`src/rtl/uart_win_pkg.sv`:
```
package uart_win_pkg;

    typedef enum logic [1:0] {
        BUS_IDLE   = 2'd0,
        BUS_SETUP  = 2'd1,
        BUS_ACCESS = 2'd2
    } bus_state_t;

    typedef enum logic [2:0] {
        SEL_NONE  = 3'd0,
        SEL_DATA  = 3'd1,
        SEL_STAT  = 3'd2,
        SEL_CTRL  = 3'd3,
        SEL_SCALE = 3'd4
    } reg_sel_t;

    localparam logic [7:0] OFS_DATA    = 8'h00;
    localparam logic [7:0] OFS_DATA_B3 = 8'h03;
    localparam logic [7:0] OFS_STAT    = 8'h04;
    localparam logic [7:0] OFS_CTRL    = 8'h08;
    localparam logic [7:0] OFS_SCALE   = 8'h0C;

    // control bits used by the block
    localparam int CT_RXEN = 0;
    localparam int CT_TXEN = 1;
    localparam int CT_RXIE = 2;
    localparam int CT_TXIE = 3;

    // status bits driven by the block
    localparam int ST_READY  = 0;
    localparam int ST_TSHIFT = 1;
    localparam int ST_THOLD  = 2;

    function automatic reg_sel_t decode_ofs(input logic [7:0] ofs);
        reg_sel_t s;
        case (ofs)
            OFS_DATA, OFS_DATA_B3: s = SEL_DATA;
            OFS_STAT:              s = SEL_STAT;
            OFS_CTRL:              s = SEL_CTRL;
            OFS_SCALE:             s = SEL_SCALE;
            default:               s = SEL_NONE;
        endcase
        return s;
    endfunction

endpackage

```
`src/rtl/uart_win_bus.sv`:
```
module uart_win_bus
    import uart_win_pkg::*;
(
    input  logic clk,
    input  logic rst_n,
    input  logic psel,
    input  logic penable,
    input  logic pwrite,
    output logic rd_stb,
    output logic wr_stb
);

    bus_state_t state_q, state_d;

    always_ff @(posedge clk or negedge rst_n) begin
        if (!rst_n) state_q <= BUS_IDLE;
        else        state_q <= state_d;
    end

    always_comb begin
        state_d = state_q;
        unique case (state_q)
            BUS_IDLE:   state_d = (psel && !penable) ? BUS_SETUP : BUS_IDLE;
            BUS_SETUP: begin
                if (psel && penable) state_d = BUS_ACCESS;
                else if (psel)       state_d = BUS_SETUP;
                else                 state_d = BUS_IDLE;
            end
            BUS_ACCESS: state_d = (psel && !penable) ? BUS_SETUP : BUS_IDLE;
            default:    state_d = BUS_IDLE;
        endcase
    end

    // action strobes: only on the setup-to-access transition
    always_comb begin
        rd_stb = 1'b0;
        wr_stb = 1'b0;
        if (state_q == BUS_SETUP && psel && penable) begin
            rd_stb = !pwrite;
            wr_stb = pwrite;
        end
    end

endmodule

```
`src/rtl/uart_win_rxbuf.sv`:
```
module uart_win_rxbuf #(
    parameter int DEPTH = 8
) (
    input  logic                         clk,
    input  logic                         rst_n,
    input  logic                         push,
    input  logic [7:0]                   push_byte,
    input  logic                         pop,
    output logic [7:0]                   pop_byte,
    output logic                         drained,
    output logic                         full,
    output logic [$clog2(DEPTH+1)-1:0]   used,
    output logic [$clog2(DEPTH+1)-1:0]   unread
);

    localparam int AW = (DEPTH > 1) ? $clog2(DEPTH) : 1;
    localparam int CW = $clog2(DEPTH + 1);

    logic [7:0]    mem [DEPTH];
    logic [CW-1:0] len_q, rd_q, len_d, rd_d;
    logic [AW-1:0] wr_addr;
    logic          has_data, do_pop;

    assign has_data = (len_q != '0);
    assign do_pop   = pop && has_data;
    assign drained  = do_pop && ((rd_q + CW'(1)) == len_q);
    assign full     = (len_q == CW'(DEPTH));
    assign used     = len_q;
    assign unread   = len_q - rd_q;

    // a drain and a push in the same cycle restart the store at slot 0
    assign wr_addr  = drained ? '0 : len_q[AW-1:0];
    assign len_d    = drained ? CW'(push) : len_q + CW'(push);
    assign rd_d     = drained ? '0 : rd_q + CW'(do_pop);

    always_ff @(posedge clk or negedge rst_n) begin
        if (!rst_n) begin
            len_q <= '0;
            rd_q  <= '0;
        end else begin
            len_q <= len_d;
            rd_q  <= rd_d;
        end
    end

    always_ff @(posedge clk) begin
        if (push) mem[wr_addr] <= push_byte;
    end

    assign pop_byte = has_data ? mem[rd_q[AW-1:0]] : 8'h00;

endmodule

```
`src/rtl/uart_win_evt.sv`:
```
module uart_win_evt (
    input  logic       clk,
    input  logic       rst_n,
    input  logic       rx_take,
    input  logic       rx_ie,
    input  logic       tx_go,
    input  logic       tx_ie,
    input  logic [7:0] tx_din,
    output logic       tx_valid,
    output logic [7:0] tx_byte,
    output logic       irq
);

    always_ff @(posedge clk or negedge rst_n) begin
        if (!rst_n) begin
            tx_valid <= 1'b0;
            tx_byte  <= 8'h00;
            irq      <= 1'b0;
        end else begin
            tx_valid <= tx_go;
            if (tx_go) tx_byte <= tx_din;
            irq <= (rx_take && rx_ie) || (tx_go && tx_ie);
        end
    end

endmodule

```
`src/rtl/uart_reg_window.sv`:
```
module uart_reg_window
    import uart_win_pkg::*;
#(
    parameter int DEPTH  = 8,
    parameter int ADDR_W = 12
) (
    input  logic              clk,
    input  logic              rst_n,
    input  logic              psel,
    input  logic              penable,
    input  logic              pwrite,
    input  logic [ADDR_W-1:0] paddr,
    input  logic [31:0]       pwdata,
    output logic [31:0]       prdata,
    output logic              pready,
    output logic              pslverr,
    input  logic              rx_valid,
    input  logic [7:0]        rx_byte,
    output logic              rx_ready,
    output logic              tx_valid,
    output logic [7:0]        tx_byte,
    output logic              irq
);

    localparam int CW = $clog2(DEPTH + 1);

    logic          rd_stb, wr_stb;
    reg_sel_t      sel;
    logic [31:0]   ctrl_q;
    logic          rdy_q;
    logic          rx_take, pop, tx_go, drained, rx_full;
    logic [7:0]    pop_byte;
    logic [CW-1:0] rx_used, rx_unread;
    logic [31:0]   status;
    logic          unused_hi;

    assign unused_hi = ^paddr[ADDR_W-1:8];
    assign pready    = 1'b1;
    assign pslverr   = 1'b0;

    uart_win_bus u_bus (
        .clk     (clk),
        .rst_n   (rst_n),
        .psel    (psel),
        .penable (penable),
        .pwrite  (pwrite),
        .rd_stb  (rd_stb),
        .wr_stb  (wr_stb)
    );

    assign sel      = decode_ofs(paddr[7:0]);
    assign rx_ready = !rx_full;
    assign rx_take  = rx_valid && rx_ready && ctrl_q[CT_RXEN];
    assign pop      = rd_stb && (sel == SEL_DATA);
    assign tx_go    = wr_stb && (sel == SEL_DATA) && ctrl_q[CT_TXEN];

    uart_win_rxbuf #(.DEPTH(DEPTH)) u_rxbuf (
        .clk       (clk),
        .rst_n     (rst_n),
        .push      (rx_take),
        .push_byte (rx_byte),
        .pop       (pop),
        .pop_byte  (pop_byte),
        .drained   (drained),
        .full      (rx_full),
        .used      (rx_used),
        .unread    (rx_unread)
    );

    uart_win_evt u_evt (
        .clk      (clk),
        .rst_n    (rst_n),
        .rx_take  (rx_take),
        .rx_ie    (ctrl_q[CT_RXIE]),
        .tx_go    (tx_go),
        .tx_ie    (ctrl_q[CT_TXIE]),
        .tx_din   (pwdata[7:0]),
        .tx_valid (tx_valid),
        .tx_byte  (tx_byte),
        .irq      (irq)
    );

    always_ff @(posedge clk or negedge rst_n) begin
        if (!rst_n) begin
            ctrl_q <= 32'h0;
        end else if (wr_stb && sel == SEL_CTRL) begin
            ctrl_q <= pwdata;
        end
    end

    always_ff @(posedge clk or negedge rst_n) begin
        if (!rst_n) begin
            rdy_q <= 1'b0;
        end else if (rx_take) begin
            rdy_q <= 1'b1;
        end else if (pop && (drained || rx_unread == '0)) begin
            rdy_q <= 1'b0;
        end
    end

    always_comb begin
        status            = 32'h0;
        status[ST_READY]  = rdy_q;
        status[ST_TSHIFT] = 1'b1;
        status[ST_THOLD]  = 1'b1;
    end

    always_comb begin
        prdata = 32'h0;
        if (rd_stb) begin
            case (sel)
                SEL_DATA: prdata = {24'h0, pop_byte};
                SEL_STAT: prdata = status;
                SEL_CTRL: prdata = ctrl_q;
                default:  prdata = 32'h0;
            endcase
        end
    end

endmodule

```
`config.mk`:
```
export PLATFORM = sky130hd
export DESIGN_NAME = uart_reg_window
export DESIGN_NICKNAME = d
export VERILOG_FILES = /design/src/rtl/uart_win_pkg.sv /design/src/rtl/uart_win_bus.sv /design/src/rtl/uart_win_rxbuf.sv /design/src/rtl/uart_win_evt.sv /design/src/rtl/uart_reg_window.sv
export SDC_FILE = /design/constraint.sdc
export NUM_CORES = 1
export LEC_CHECK = 0
export BUFFER_PORTS_ARGS = -buffer_cell sky130_fd_sc_hd__buf_4
export CAP_MARGIN = 20
export CORE_MARGIN = 1.5
export CORE_UTILIZATION = 49
export CTS_CLUSTER_DIAMETER = 200
export DETAILED_ROUTE_END_ITERATION = 12
export PLACE_DENSITY = 0.77
export SYNTH_ARGS = -nofsm -noshare
export SYNTH_HDL_FRONTEND = slang
export SYNTH_SLANG_ARGS = --single-unit
```
`constraint.sdc`:
```
create_clock -name clk -period 2.7 [get_ports clk]
set_input_delay 0.27 -clock clk [delete_from_list [all_inputs] [get_ports clk]]
set_output_delay 0.27 -clock clk [all_outputs]
set_load 0.005 [all_outputs]
```
# ---- Yosys cells after proc, flatten, opt, wreduce, memory -nomap -nowiden
# Memories as Yosys holds them, arrays and structs flattened.
# Cells that the tools add are included.
dict set report classes {
  add_sub_neg 4
  eq_ne 11
  mux 17
  n_reduce_logical 27
}
# op n
set op_table {}
lappend op_table {{$pmux W32 S3} 1}
lappend op_table {{$mux W32} 1}
lappend op_table {{$eq A8 B4 Y1 const B} 2}
lappend op_table {{$logic_and A1 B1 Y1} 15}
lappend op_table {{$pmux W3 S4} 1}
lappend op_table {{$add A4 B1 Y4} 2}
lappend op_table {{$eq A8 B2 Y1 const B} 1}
lappend op_table {{$eq A8 B3 Y1 const B} 1}
lappend op_table {{$logic_not A8 Y1} 1}
lappend op_table {{$mux W1} 8}
lappend op_table {{$mux W4} 2}
lappend op_table {{$mux W8} 1}
lappend op_table {{$eq A3 B2 Y1 const B} 2}
lappend op_table {{$add A4 B1 Y4 const B} 1}
lappend op_table {{$eq A4 B4 Y1} 1}
lappend op_table {{$eq A4 B4 Y1 const B} 1}
lappend op_table {{$logic_not A4 Y1} 1}
lappend op_table {{$pmux W2 S2} 1}
lappend op_table {{$reduce_bool A4 Y1} 1}
lappend op_table {{$reduce_or A2 Y1} 2}
lappend op_table {{$sub A4 B4 Y4} 1}
lappend op_table {{$eq A3 B1 Y1 const B} 1}
lappend op_table {{$logic_not A1 Y1} 3}
lappend op_table {{$mux W3} 1}
lappend op_table {{6 further kinds} 7}
dict set report totals {
  register_bits 53
  ram_bits 64
  in_bits 58
  wordCells 68
  memories 1
}
# memory words width rd rd_clocked_by_memory_dff wr line_no
set mem_list {}
lappend mem_list {u_rxbuf.mem 8 8 1 0 1 uart_win_rxbuf.sv:19} ;# logic [7:0] mem [DEPTH];

# ---- Longest topological paths before layout
# Gate-level depths: netlist of the first run.
dict set report depth {
  word_depth 11
  mapped_depth 9
  mapped_depth_nobuf 8
}

# ---- By module
# From an unflattened synthesis of the first run, not the netlist that was laid out.
dict set report unflattened {
  hier_cells 352
  hier_area_um2 5422.7
}
# module instances cells_each area_each_um2 seq_area_each_um2
set modules_own_cells {}
lappend modules_own_cells {uart_win_rxbuf 1 179 3103.0 2122.0}
lappend modules_own_cells {uart_reg_window 1 146 1843.0 825.8}
lappend modules_own_cells {uart_win_evt 1 20 391.6 250.2}
lappend modules_own_cells {uart_win_bus 1 7 85.1 50.0}

# ---- Worst setup path before layout of the first run
# No wires, ideal clock.
dict set report synth_timing {
  path_type {flip-flop to flip-flop}
  from {reg u_rxbuf.rd_q[0]}
  to {mem u_rxbuf.mem[3][0] (enable)}
  arrival_ns 2.410
  required_ns 2.305
  path_slack_ns -0.105
  path_stages_with_launch 8
  n_path_buf 3
  cell_sequence {dfrtp_1 clkbuf_1 nand3_1 xnor2_1 and4_1 buf_2 buf_2 nor4_1}
}
dict set report synth_between {
  elab_chain_cells 4
}
# element line_no
set synth_lines {}
lappend synth_lines {{start: declaration} uart_win_rxbuf.sv:20} ;# logic [CW-1:0] len_q, rd_q, len_d, rd_d;
lappend synth_lines {{start signal: assignment} uart_win_rxbuf.sv:42} ;# rd_q <= rd_d;
lappend synth_lines {{$add A4 B1 Y4} uart_win_rxbuf.sv:26} ;# assign drained = do_pop && ((rd_q + CW'(1)) == len_q);
lappend synth_lines {{$eq A4 B4 Y1} uart_win_rxbuf.sv:26}
lappend synth_lines {{$logic_and A1 B1 Y1} uart_win_rxbuf.sv:26}
lappend synth_lines {{$mux W3} uart_win_rxbuf.sv:32} ;# assign wr_addr = drained ? '0 : len_q[AW-1:0];
lappend synth_lines {{end: declaration} uart_win_rxbuf.sv:19}
# No other way between the ends.

# ---- Final worst setup path of the first run
dict set report layout_timing {
  from {reg u_bus.state_q[1]}
  to {out prdata[9]}
}
dict set report layout_between {
  elab_chain_cells 5
}
# element line_no
set layout_lines {}
lappend layout_lines {{start: declaration} uart_win_bus.sv:13} ;# bus_state_t state_q, state_d;
lappend layout_lines {{start signal: assignment} uart_win_bus.sv:17} ;# else state_q <= state_d;
lappend layout_lines {{$eq A2 B1 Y1} uart_win_bus.sv:38} ;# if (state_q == BUS_SETUP && psel && penable) begin
lappend layout_lines {{$logic_and A1 B1 Y1 (2 in series)} uart_win_bus.sv:38}
lappend layout_lines {{$mux W1} uart_win_bus.sv:38}
lappend layout_lines {{$mux W32} uart_reg_window.sv:110} ;# if (rd_stb) begin
lappend layout_lines {{end: declaration} uart_reg_window.sv:14} ;# output logic [31:0] prdata,
# No other way between the ends.

==> results of run 1 <==
==> layout by cell type (no fill, tap or decap), types with 2 or more instances in the layout <==
cell	n
a21oi_1	2
and2_1	25
and3_1	2
buf_12	3
buf_4	109
buf_6	2
bufinv_16	4
clkbuf_16	16
clkinv_1	2
clkinv_4	3
clkinvlp_4	3
conb_1	2
dfrtp_1	53
dlygate4sd3_1	40
edfxtp_1	64
ha_1	8
inv_1	8
inv_6	3
mux2_2	40
mux2i_1	8
mux4_2	16
nand2_1	3
nand2b_1	3
nand3_1	4
nor2_1	6
nor2b_1	5
nor3_1	3
nor4_1	8
nor4b_1	2
o22ai_1	3
o2bb2ai_1	3
o2bb2ai_2	2
xnor2_1	6
xor2_1	4
==> state kept, by name (all words and copies together) (netlist names) <==
register	cells
u_evt.tx_valid	1
u_rxbuf.rd_q	4
u_bus.state_q	2
u_evt.irq	1
rdy_q	1
u_rxbuf.mem	64
ctrl_q	32
u_rxbuf.used	4
u_evt.tx_byte	8
==> worst min-delay path by stage <==
| stage | from | end | cells past startpoint |
|---|---|---|---|
| after floorplan | rst_n | ctrl_q[0] | 0 |
| after global placement | rst_n | ctrl_q[10] | 1 |
| after detailed placement | rst_n | ctrl_q[26] | 1 |
| after CTS | rx_byte[5] | u_rxbuf.mem[0][5] | 1 |
| after global routing | rx_byte[5] | u_rxbuf.mem[0][5] | 1 |
| final | pwdata[0] | ctrl_q[0] | 2 |
==> layer usage <==
| metal | track usage [%] | up-vias |
|---|---|---|
| li1 | - | 1508 |
| met3 | 4.93 | 16 |
| met2 | 35.9 | 122 |
| met5 | 0 | - |
| met4 | 7.63 | 0 |
| met1 | 27.2 | 1569 |
==> kinds of logic after synthesis <==
| group | after synthesis | synth area share (%) |
|---|---|---|
| AOI/OAI and AO/OA | 18 | 2.60 |
| xor gates and xnor gates | 10 | 1.73 |
| adders and majority gates | 8 | 1.98 |
| other | 2 | 0.148 |
| muxes | 65 | 17.8 |
| and+or+nand+nor | 70 | 8.83 |
| DFF | 117 | 64.2 |
| buffers and inverters | 28 | 2.67 |
==> power by group through the flow <==
stage / Clock [mW] / Sequential [mW] / Combinational [mW]
after global placement: 0 / 1.93 / 0.108
after CTS: 2.33 / 1.90 / 0.160
after floorplan: 0 / 1.93 / 0.0199
after global routing: 2.41 / 1.90 / 0.176
after detailed placement: 0 / 1.93 / 0.112
final: 2.30 / 1.90 / 0.161
==> repair_timing <==
action	CTS	global route
hold endpoints to repair	146	0
hold buffers	40	0
buffers inserted	2	0
endpoints found under the setup margin	29	32
gates resized for setup	3	2
pin swaps	1	0
==> stage by stage <==
step	setup WS [ns]	setup TNS, ns	std cells	util, %	instance area, um^2
6_report	0.0182	0	618	71.3	7060
5_1_grt	-0.0969	-2.04	618	71.3	7060
4_1_cts	0.00322	0	618	71.2	7050
3_5_place_dp	0.0532	0	544	60.6	6000
3_3_place_gp	0.114	0	544	60.6	6000
2_1_floorplan	-0.105	-3.59	318	-	5060
==> final cells by class <==
cell class,count,area (um^2),area share [%]
Inverter,9,33.8,0.478
Timing Repair Buffer,154,1300,18.4
Multi-Input combinational cell,173,1690,24.0
Tap cell,133,166,2.36
Sequential cell,117,3250,46.0
Clock inverter,15,203,2.87
Clock buffer,17,414,5.87
==> cells in the mapped netlist, drive strengths merged <==
master / number
edfxtp: 64
dfrtp: 53
mux2: 41
and2: 25
mux4: 16
buf: 12
inv: 9
ha: 8
mux2i: 8
nor4: 8
clkbuf: 7
nor2: 6
xnor2: 6
nor2b: 5
o2bb2ai: 5
nand3: 4
xor2: 4
nand2: 3
nand2b: 3
nor3: 3
o22ai: 3
or4b: 3
a21oi: 2
and3: 2
conb: 2
nor4b: 2
a211oi: 1
a22o: 1
a22oi: 1
a31oi: 1
and4: 1
and4b: 1
nand4b: 1
nor3b: 1
o211ai: 1
o21a: 1
o21ai: 1
o311ai: 1
or3: 1
or4: 1
==> critical path: cells and delay by family, from the launching register on <==
family	cells	cell delay, ns
buf+inv	2	0.30
flops	1	0.37
simple gates	4	1.22
==> metrics.md, run 1 <==
| Metric | Value |
|---|---|
| Via density per instance | approximately 5.2 |
| Relative contribution of sequential cells to total power | 43.6% |
| Nature of the critical path startpoint | flip-flop |
| Row count | 36 |
| Global-route wire length before repair | 17,700 um |
| Crit end category | output pin |
| Residual DRC | 0 |
| Number of failing setup endpoints in the final timing report | 0 |
| Maximum clock frequency | roughly 370 MHz |
| Worst slew pin tran | 0.665 ns |
| Netlist area before placement | 5060 um^2 |
| PwrDens | 617 nW/um^2 |
| Pre-Repair DR Iteration Count | 4 |
| Clock tree sinks | 117 |
| Yosys warnings | 0 |
| Top Ports | 103 |
| Synthesized instance count | 318 |
| Detailed placer's ending HPWL | 6910 um |
| H-tree lvl count | 4 |
| Starting density of the core | 51.0% |
| Die Y | 105 um |
| Met2 wire length | 5440 um |
| Crit path required time | between 2 and 2.5 ns |
| Share of post-route cells with drive strength above 1 | a little over two fifths |
| Combined global-route utilization of all metal layers | 21.3% |
| Full die area | roughly 11,000 um^2 |
| Number of global-route vias before repair | between 3,000 and 4,000 |
| Register clock-pin slew on the reported worst setup and hold paths | 0.06 ns |
| Switching share of power | approximately a fifth |
| Area grow syn2layout | 39.6% |
| Reg-to-reg critical path endpoint | u_rxbuf.mem[2][0] |
| Cell with the largest stage delay on the worst path | or4b_4 |
| Period utilization | 99.3% |
| Net switching power | roughly 860 uW |
| Overflow left after global routing | 0 |
| Launching element of the worst setup path | u_bus.state_q[1] |
| Sum of routed wire segments on met1 | 4720 um |
| Clock latency at the later pin of the worst-skew pair | 0.51 ns |
| Maximum vdd drop | between 0.5 and 0.6 mV |
| Max-slew violation count | 0 |
| CTS tree | built |
| R2r worst-path depth | 6 |
| Wire length on met3 | 656 um |
| Logic gate share of total power | 3.7% |
| Diode count | 0 |
| Number of port buffers | 96 |
| Relative contribution of the clock network to total power | roughly 53% |
| Wirelength, routed | approximately 11,000 um |
| Worst setup endpoint | prdata[9] |
| Gp weighted congestion | a little under 0.8 |
| Run status | finished, final reports clean |
| Antenna violations before repair | 0 |
| Count of different cell masters after synthesis | 47 |
| Category of the critical setup timing path | flip-flop to output pin |
| Maxcap violations | 0 |
| Final Hold Slack | 0.0195 ns |
| Count of state elements after synthesis | 117 |
| Core Box Area | 9910 um^2 |
| Sequential fraction of the synthesis area | 64.2% |
| CTS Root Buffer Type | clkbuf_8 |
| Synthesized area divided by synthesized cell count | 15.9 um^2 |
| Headroom to the max-slew limit | 55.7% |
| Number of buffers on the longest clock path | 2 |
| Syn_nets | 384 |
| Max layer used | met4 |
| Critical Path, Cell by Cell | nand4b_1 > or4b_4 > nor3b_4 > buf_12 > and2_1 > buf_4 |
| Initial DRC count | between 150 and 200 |
| Number of nets with antenna violations after detailed routing | 0 |
| Delay of the slowest cell on the worst path | ~0.59 ns |
| Final Net Count | 538 |
| Final count of hold timing violations | 0 |
| Shortest clock period the worst path allows after layout | 2.68 ns |
| Worst-path fanout max | 29 |
| Width of the die | 105 um |
| Ranking of synthesized cells by area | edfxtp_1, dfrtp_1, mux2_2, mux4_2, and2_1 |
| Routed length per placed instance | 17.7 um |
| Internal power | between 3 and 4 mW |
| Top cell type by total area after synthesis | edfxtp_1 |
| Via total after detailed routing | 3,215 |
| Worst reg2reg startpoint | u_rxbuf.used[2] |
| Total power of the final layout | 4.35 mW |
| Post-route clock skew | 0.00790 ns |
| Number of filler cells placed in the layout | 616 |
| Largest net degree at the start of global routing | 54 |
| Worst path arrival time | 2.41 ns |
| Share of Yosys cell area claimed by the top area cell type | between 30 and 40% |
| Num CTS Buffers | 17 |
| Slack of the worst reg-to-reg path | 0.34 ns |
| Class of the tightest hold or removal check | input pin to flip-flop |
| Pleak | 3.09 nW |
| Unrepaired setup endpoints after global routing | yes |
Power figures use the tool's default switching activity.
==> inputs of run 2 (changes only) <==
--- a/config.mk
+++ b/config.mk
@@ -7,11 +7,14 @@
 export LEC_CHECK = 0
 export BUFFER_PORTS_ARGS = -buffer_cell sky130_fd_sc_hd__buf_4
 export CAP_MARGIN = 20
+export CORE_ASPECT_RATIO = 0.5
 export CORE_MARGIN = 1.5
 export CORE_UTILIZATION = 49
 export CTS_CLUSTER_DIAMETER = 200
 export DETAILED_ROUTE_END_ITERATION = 12
 export PLACE_DENSITY = 0.77
+export RECOVER_POWER = 100
+export SETUP_SLACK_MARGIN = 0.15
 export SYNTH_ARGS = -nofsm -noshare
 export SYNTH_HDL_FRONTEND = slang
 export SYNTH_SLANG_ARGS = --single-unit
==> metrics.md, run 2 (same netlist as run 1, synthesis figures left out) <==
| Metric | Value |
|---|---|
| Share of post-route cells with drive strength above 1 | 44.0% (was 42.7%) |
| CTS tree | built (unchanged) |
| Clock latency at the later pin of the worst-skew pair | 0.41 ns (was 0.51 ns) |
| Pre-Repair DR Iteration Count | 4 (unchanged) |
| Most used cells in the layout excluding fill and tap cells | buf_4, edfxtp_1, dfrtp_1 (unchanged) |
| Gp weighted congestion | 0.861 (was 0.778) |
| Number of nets with antenna violations after detailed routing | 0 (unchanged) |
| Maxcap violations | 0 (unchanged) |
| Max-slew violation count | 0 (unchanged) |
| Core Box Area | 9730 um^2 (was 9910 um^2) |
| Full die area | 11,000 um^2 (was 10,900 um^2) |
| Clock tree sinks | 117 (unchanged) |
| Pleak | 2.88 nW (was 3.09 nW) |
| Initial DRC count | 185 (was 174) |
| Number of buffers on the longest clock path | 2 (unchanged) |
| Largest net degree at the start of global routing | 54 (unchanged) |
| Area grow syn2layout | 31.0% (was 39.6%) |
| Category of the critical setup timing path | flip-flop to output pin (unchanged) |
| Routed length per placed instance | 17.5 um (was 17.7 um) |
| Largest Register | u_rxbuf.mem (unchanged) |
| Shortest clock period the worst path allows after layout | 2.54 ns (was 2.68 ns) |
| H-tree lvl count | 4 (unchanged) |
| Via density per instance | 5.35 (was 5.20) |
| Registers with the highest flip-flop counts | u_rxbuf.mem x64, ctrl_q x32, u_evt.tx_byte x8 (unchanged) |
| Via total after detailed routing | 3,177 (was 3,215) |
| Crit end category | output pin (unchanged) |
| Wirelength, routed | 10,400 um (was 10,900 um) |
| Unrepaired setup endpoints after global routing | yes (unchanged) |
| Post-Route Utilization | 68.1% (was 71.3%) |
| Run status | finished, final reports clean (unchanged) |
| Headroom to the max-slew limit | 14.9% (was 55.7%) |
| Switching share of power | 19.6% (was 19.8%) |
| Maximum vdd drop | 0.424 mV (was 0.524 mV) |
| PwrDens | 637 nW/um^2 (was 617 nW/um^2) |
| Number of filler cells placed in the layout | 669 (was 616) |
| Overflow left after global routing | 0 (unchanged) |
| CTS Root Buffer Type | clkbuf_16 (was clkbuf_8) |
| Fin Setup TNS | 0 ns (unchanged) |
| Diode count | 0 (unchanged) |
| Most frequent standard cell in the layout excluding fill and tap cells | buf_4 (unchanged) |
| Reg-to-reg critical path endpoint | u_rxbuf.used[2] (was u_rxbuf.mem[2][0]) |
| Worst slew pin tran | 1.28 ns (was 0.665 ns) |
| Net switching power | 830 uW (was 861 uW) |
| Num CTS Buffers | 17 (unchanged) |
| Final Hold Slack | 0.0853 ns (was 0.0195 ns) |
| Number of port buffers | 96 (unchanged) |
| Slack of the worst reg-to-reg path | 0.25 ns (was 0.34 ns) |
| Worst reg2reg startpoint | u_rxbuf.used[0] (was u_rxbuf.used[2]) |
| Logic gate share of total power | 2.7% (was 3.7%) |
| Number of failing setup endpoints in the final timing report | 0 (unchanged) |
| Launching element of the worst setup path | u_bus.state_q[1] (unchanged) |
| Worst path arrival time | 2.27 ns (was 2.41 ns) |
| Period utilization | 94.1% (was 99.3%) |
| R2r worst-path depth | 10 (was 6) |
| Die Y | 74.8 um (was 105 um) |
| Internal power | 3.40 mW (was 3.49 mW) |
| Width of the die | 147 um (was 105 um) |
| Worst setup endpoint | prdata[24] (was prdata[9]) |
| Crit path required time | 2.43 ns (about the same) |
| Relative contribution of sequential cells to total power | 44.9% (was 43.6%) |
| Finished Layout Cells | 594 (was 618) |
| Antenna violations before repair | 0 (unchanged) |
| Top Ports | 103 (unchanged) |
| Maximum clock frequency | 394 MHz (was 373 MHz) |
| Worst-path fanout max | 19 (was 29) |
| Relative contribution of the clock network to total power | 52.4% (was 52.7%) |
| Final Net Count | 512 (was 538) |
| Post-route clock skew | 0.00578 ns (was 0.00790 ns) |
| Combined global-route utilization of all metal layers | 21.2% (was 21.3%) |
| Flip-flop count of the largest register after layout | 64 (unchanged) |
| Detailed placer's ending HPWL | 7220 um (was 6910 um) |
| Nature of the critical path startpoint | flip-flop (unchanged) |
| Register clock-pin slew on the reported worst setup and hold paths | 0.05 ns (was 0.06 ns) |
| Number of global-route vias before repair | 3,255 (was 3,381) |
| Starting density of the core | 52.0% (was 51.0%) |
| Post-placement cell count | 558 (was 544) |
| Residual DRC | 0 (unchanged) |
| Final count of hold timing violations | 0 (unchanged) |
| Global-route wire length before repair | 16,800 um (was 17,700 um) |
| Row count | 25 (was 36) |
| Class of the tightest hold or removal check | input pin to flip-flop (unchanged) |
## run 2: area by class of cell
| class | instances | area [um^2] | area share [%] |
|---|---|---|---|
| clock buffers | 19 | 433 | 6.53 |
| clock inverters | 13 | 158 | 2.38 |
| inverters | 9 | 33.8 | 0.510 |
| multi-input cells | 173 | 1700 | 25.6 |
| flip-flops and latches | 117 | 3250 | 49.0 |
| well taps | 135 | 169 | 2.55 |
| repair buffers | 128 | 890 | 13.4 |
## run 2: routing by layer
| metal | wire length, um | part of all wire (%) | up-vias | track usage, % |
|---|---|---|---|---|
| met5 | 0 | 0 | - | 0 |
| met4 | 160 | 1.5 | 0 | 10.4 |
| met3 | 629 | 6.0 | 19 | 7.27 |
| met2 | 5230 | 50 | 108 | 35.6 |
| met1 | 4390 | 42 | 1593 | 25.2 |
| li1 | - | - | 1457 | - |
## run 2: repair_timing
| item | CTS | global route |
|---|---|---|
| hold endpoints to repair | 54 | 0 |
| setup endpoints to repair | 37 | 30 |
| setup buffers | 1 | 1 |
| gates resized for setup | 6 | 1 |
| hold buffers | 2 | 0 |
| pin swaps | 1 | 0 |
## run 2: power by group through the flow
stage | clock [mW] | combinational (mW) | sequential (mW)
6_report | 2.21 | 0.113 | 1.90
4_1_cts | 2.26 | 0.122 | 1.90
3_3_place_gp | 0 | 0.111 | 1.93
3_5_place_dp | 0 | 0.116 | 1.93
2_1_floorplan | 0 | 0.0199 | 1.93
5_1_grt | 2.35 | 0.126 | 1.90
## run 2: through the flow
step                      setup slack, ns  instance area (um^2)  total power, mW
final                               0.160                  6630             4.22
after global routing               0.0483                  6630             4.37
after CTS                           0.146                  6720             4.28
after detailed placement           -0.103                  6070             2.05
after global placement             0.0687                  6070             2.04
after floorplan                    -0.105                  5060             1.95
## run 2: how the worst min path moves through the flow
stage          cells past startpoint       start  slack [ns]                end
3_3_place_gp                       1       rst_n        0.34    u_rxbuf.used[0]
6_report                           2  pwdata[31]        0.09         ctrl_q[31]
5_1_grt                            2  pwdata[29]        0.07         ctrl_q[29]
3_5_place_dp                       1       rst_n        0.35    u_rxbuf.used[0]
4_1_cts                            1  rx_byte[1]        0.07  u_rxbuf.mem[1][1]
2_1_floorplan                      0       rst_n       -0.03          ctrl_q[0]
## run 2: worst max-delay path, cell delays in order, from the launching register on
cell	delay, ns
dfrtp_1	0.37
nand4b_1	0.19
or4b_4	0.57
nor3b_4	0.25
buf_6	0.19
and2_0	0.16
buf_4	0.12
